===== config.mk =====
export PLATFORM = sky130hd
export DESIGN_NAME = gps_prefix_adder
export DESIGN_NICKNAME = d
export VERILOG_FILES = /design/src/rtl/gps_adder_pkg.sv /design/src/rtl/gps_bit_classify.sv /design/src/rtl/gps_prefix_tree.sv /design/src/rtl/gps_sum_form.sv /design/src/rtl/gps_prefix_adder.sv
export SDC_FILE = /design/constraint.sdc
export NUM_CORES = 1
export LEC_CHECK = 0
export BUFFER_PORTS_ARGS = -buffer_cell sky130_fd_sc_hd__clkbuf_2
export CORE_MARGIN = 2
export CORE_UTILIZATION = 49
export DETAILED_ROUTE_END_ITERATION = 10
export PLACE_DENSITY = 0.92
export SLEW_MARGIN = 20
export SYNTH_ARGS = -nofsm -noshare
export SYNTH_HDL_FRONTEND = slang
export SYNTH_HIERARCHICAL = 1
export SYNTH_SLANG_ARGS = --single-unit

===== constraint.sdc =====
create_clock -name vclk -period 2.7
set_input_delay 0.54 -clock vclk [all_inputs]
set_output_delay 0.54 -clock vclk [all_outputs]
set_load 0.005 [all_outputs]

===== src/rtl/gps_adder_pkg.sv =====
package gps_adder_pkg;

  typedef enum logic [1:0] {
    CODE_SQUASH = 2'b00,
    CODE_PROP   = 2'b01,
    CODE_GEN    = 2'b10
  } gps_code_t;

  // Merge a lower-significance span with the adjacent higher one.
  function automatic gps_code_t gps_compose(input gps_code_t lo, input gps_code_t hi);
    gps_code_t res;
    if (hi == CODE_PROP) res = lo;
    else                 res = hi;
    return res;
  endfunction

endpackage


===== src/rtl/gps_bit_classify.sv =====
module gps_bit_classify
  import gps_adder_pkg::*;
#(
  parameter int WIDTH = 16
) (
  input  logic [WIDTH-1:0]     a_i,
  input  logic [WIDTH-1:0]     b_i,
  input  logic                 cin_i,
  output logic [WIDTH:0][1:0]  leaf_o,
  output logic [WIDTH-1:0]     prop_o
);

  // Slot 0 holds the carry-in as a resolved code.
  always_comb begin
    if (cin_i) leaf_o[0] = CODE_GEN;
    else       leaf_o[0] = CODE_SQUASH;
  end

  // One code per operand position.
  for (genvar i = 0; i < WIDTH; i++) begin : g_bit
    always_comb begin
      prop_o[i] = a_i[i] ^ b_i[i];
      if (a_i[i] & b_i[i])        leaf_o[i+1] = CODE_GEN;
      else if (a_i[i] ^ b_i[i])   leaf_o[i+1] = CODE_PROP;
      else                        leaf_o[i+1] = CODE_SQUASH;
    end
  end

endmodule


===== src/rtl/gps_prefix_tree.sv =====
module gps_prefix_tree
  import gps_adder_pkg::*;
#(
  parameter int WIDTH = 16
) (
  input  logic [WIDTH:0][1:0] leaf_i,
  output logic [WIDTH:0][1:0] span_o
);

  localparam int NODES  = WIDTH + 1;
  localparam int LEVELS = (NODES > 1) ? $clog2(NODES) : 1;

  logic [LEVELS:0][WIDTH:0][1:0] node;

  assign node[0] = leaf_i;

  // Each level doubles the span every node covers, reaching down to slot 0.
  for (genvar l = 0; l < LEVELS; l++) begin : g_lvl
    localparam int DIST = 1 << l;
    for (genvar j = 0; j < NODES; j++) begin : g_node
      if (j >= DIST) begin : g_merge
        assign node[l+1][j] = gps_compose(gps_code_t'(node[l][j-DIST]),
                                          gps_code_t'(node[l][j]));
      end else begin : g_pass
        assign node[l+1][j] = node[l][j];
      end
    end
  end

  assign span_o = node[LEVELS];

endmodule


===== src/rtl/gps_sum_form.sv =====
module gps_sum_form
  import gps_adder_pkg::*;
#(
  parameter int WIDTH = 16
) (
  input  logic [WIDTH-1:0]    prop_i,
  input  logic [WIDTH:0][1:0] span_i,
  output logic [WIDTH-1:0]    sum_o,
  output logic                cout_o
);

  logic [WIDTH:0] carry;

  // A resolved span decodes to its carry value.
  for (genvar k = 0; k <= WIDTH; k++) begin : g_dec
    assign carry[k] = (span_i[k] == CODE_GEN);
  end

  // span_i[i] covers slots 0..i, i.e. the carry into operand bit i.
  for (genvar i = 0; i < WIDTH; i++) begin : g_sum
    assign sum_o[i] = prop_i[i] ^ carry[i];
  end

  assign cout_o = carry[WIDTH];

endmodule


===== src/rtl/gps_prefix_adder.sv =====
module gps_prefix_adder #(
  parameter int WIDTH = 16
) (
  input  logic [WIDTH-1:0] a_i,
  input  logic [WIDTH-1:0] b_i,
  input  logic             cin_i,
  output logic [WIDTH-1:0] sum_o,
  output logic             cout_o
);

  logic [WIDTH:0][1:0] leaf_code;
  logic [WIDTH:0][1:0] span_code;
  logic [WIDTH-1:0]    prop_bit;

  gps_bit_classify #(.WIDTH(WIDTH)) u_classify (
    .a_i    (a_i),
    .b_i    (b_i),
    .cin_i  (cin_i),
    .leaf_o (leaf_code),
    .prop_o (prop_bit)
  );

  gps_prefix_tree #(.WIDTH(WIDTH)) u_tree (
    .leaf_i (leaf_code),
    .span_o (span_code)
  );

  gps_sum_form #(.WIDTH(WIDTH)) u_sum (
    .prop_i (prop_bit),
    .span_i (span_code),
    .sum_o  (sum_o),
    .cout_o (cout_o)
  );

endmodule



==> impl_metrics.tcl <==
set metrics [dict create \
    status "finished, violations left" \
    violations "negative setup slack" \
    first_global_vias 1584 \
    place_congestion 0.908 \
    place_area_sq_um 1960 \
    syn_avg_cell_area_sq_um 8.52 \
    clkbuf_count 0 \
    synth_most_common_cell "buf_4" \
    finalHoldViolations 0 \
    hpwl_mm 3.00 \
    syn2layout_area_growth_pct 54.3 \
    grt_max_degree 7 \
    path_cells "clkbuf_2 > ha_4 > a21oi_1 > o211ai_2 > a31oi_2 > a311oi_2 > buf_4 > a311o_1 > nor2b_2 > clkbuf_2" \
    critPathMaxStageDelay_ps 320 \
    cp_common_cell "clkbuf_2" \
    ios 50 \
    seq_area_sq_um 0 \
    critPathSlowestCell "a311o_1" \
    final_critical_path_setup_slack_ps -235 \
    first_pass_iters 4 \
    ys_seq_area_share_pct 0 \
    max_freq_ghz 0.341 \
    dieArea_sq_um 3560 \
    ys_warn_count 6 \
    grt_first_pass_wirelength_mm 7.00 \
    synth_top_area_share_pct 17.2 \
    antenna_found_initial 0 \
    drc 0 \
    netlist_area_sq_um 1520 \
    crit_fanout 3 \
    vias 1616 \
    drt_iter0_drc 67 \
    maxCapViolCount 0 \
    worstSetupStartpointType "primary input" \
    p_leak_nw 1.11 \
    synth_fp_nets 227 \
    setup_violations 10 \
    die_w_um 59.6 \
    slew_viol_final 0 \
    wl_mm 4.67 \
    min_path_type "primary input to output port" \
    syn_inst 178 \
    yosysUniqueCellTypes 40 \
    numPortBuffers 50 \
    fin_crit_sh_pct 109 \
    hp-start "cin_i" \
    endpoint_kind "output port" \
    antennaDiodeCount 0 \
    ir_drop_mv 0.171 \
    synth_area_leaders "xnor2_2, nand2b_4, ha_1" \
    wl_per_cell_um 16.4 \
    hold_end "sum_o[0]" \
    gr-total-overflow 0 \
    core_area_sq_um 3000 \
    path_class "primary input to output port" \
    critPathArrivalTime_ps 2390 \
    power_density_nw_per_um2 312 \
    design.seq.count 0 \
    synthTopCellsByCount "buf_4, ha_1, nand2b_4, xnor2_2, a21oi_1" \
    yosysTopAreaCell "xnor2_2" \
    final_nets 303 \
    start_util_pct 50.5 \
    worstPathRequired_ps 2160 \
    grt_setup_unrepaired "true" \
    dieHeight_um 59.6 \
    fp-row-count 20 \
    drive_gt1_share_pct 69.4 \
    drtAntennaViolNets 0 \
    fin_area_sq_um 2340 \
    place_ws_ps -353 \
    nFillCells 185 \
    grtUsageTotal_pct 24.8 \
    fin_crit_ps 2930 \
    whs_path_depth 5 \
    viasPerCell 5.67 \
]
==> cell families after synthesis <==
| logic type | after synthesis | share of synthesized area, % |
|---|---|---|
| AOI/OAI and AO/OA | 68 | 32.3 |
| xor gates and xnor gates | 16 | 17.2 |
| adders and majority gates | 16 | 13.2 |
| buffers and inverters | 27 | 11.6 |
| other | 1 | 0.247 |
| and+or+nand+nor | 50 | 25.5 |
==> metal layers <==
layer | routed length (um) | GRT usage, %
met1 | 1770 | 28.8
met2 | 2560 | 48.2
met3 | 207 | 2.84
met4 | 133 | 4.76
met5 | 0 | 0
==> power by group <==
| part | switching, mW | internal (mW) | total [mW] |
|---|---|---|---|
| Sequential | 0 | 0 | 0 |
| Clock | 0 | 0 | 0 |
| Combinational | 0.324 | 0.405 | 0.729 |
| Total | 0.324 | 0.405 | 0.729 |
==> stage by stage <==
| stage | std cells | TNS [ps] | power, mW | hold WS (ps) | utilization, % |
|---|---|---|---|---|---|
| 4_1_cts | 285 | -875 | 0.665 | 1530 | 73.7 |
| 6_report | 285 | -962 | 0.729 | 1520 | 77.9 |
| 3_3_place_gp | 279 | -1880 | 0.575 | 1520 | 65.2 |
| 5_1_grt | 285 | -1620 | 0.782 | 1560 | 77.9 |
| 2_1_floorplan | 178 | 0 | 0.419 | 1380 | - |
| 3_5_place_dp | 279 | -2740 | 0.591 | 1520 | 65.2 |
==> layout by cell type (no fill, tap or decap), types with 2 or more instances in the layout <==
cell type,instances
a21boi_1,2
a21o_1,8
a21o_4,2
a21oi_1,9
a21oi_2,5
a21oi_4,3
buf_2,10
buf_4,41
buf_6,7
clkbuf_2,34
clkbuf_8,2
ha_1,4
ha_4,12
inv_1,6
nand2_1,6
nand2b_4,16
nand3_1,4
nor2_1,8
nor3_2,2
o211ai_1,2
o21a_1,10
o21ai_0,5
o21ai_1,2
o21ai_2,6
or2_2,2
xnor2_2,16
==> worst max-delay path by stage <==
stage               cells past startpoint   start        end
finish                                 10  a_i[1]     cout_o
CTS                                    10  b_i[2]  sum_o[15]
floorplan                               8  a_i[5]  sum_o[15]
global placement                       10  a_i[5]  sum_o[15]
global route                           10  b_i[5]     cout_o
detailed placement                     10  a_i[5]  sum_o[15]
==> final cells by class <==
cell class | instances | area (sq um) | area share [%]
multi-input cells | 151 | 1640 | 69.9
repair buffers | 94 | 634 | 27.1
inverters | 7 | 28.8 | 1.23
well taps | 33 | 41.3 | 1.76
==> what timing repair did <==
item                       4_1_cts  5_1_grt
setup buffers                    6        2
setup endpoints to repair       13       13
gates cloned                     0        0
pin swaps                       25       21
hold buffers                     0        0
gates resized for setup         37       40
==> worst max-delay path: cells and delay by family <==
family	cells	cell delay [ps]
buf+inv	3	380
compound gates	5	1070
simple gates	1	160
fa+ha+maj	1	250
Note: power is estimated with default switching activity, not from simulation.
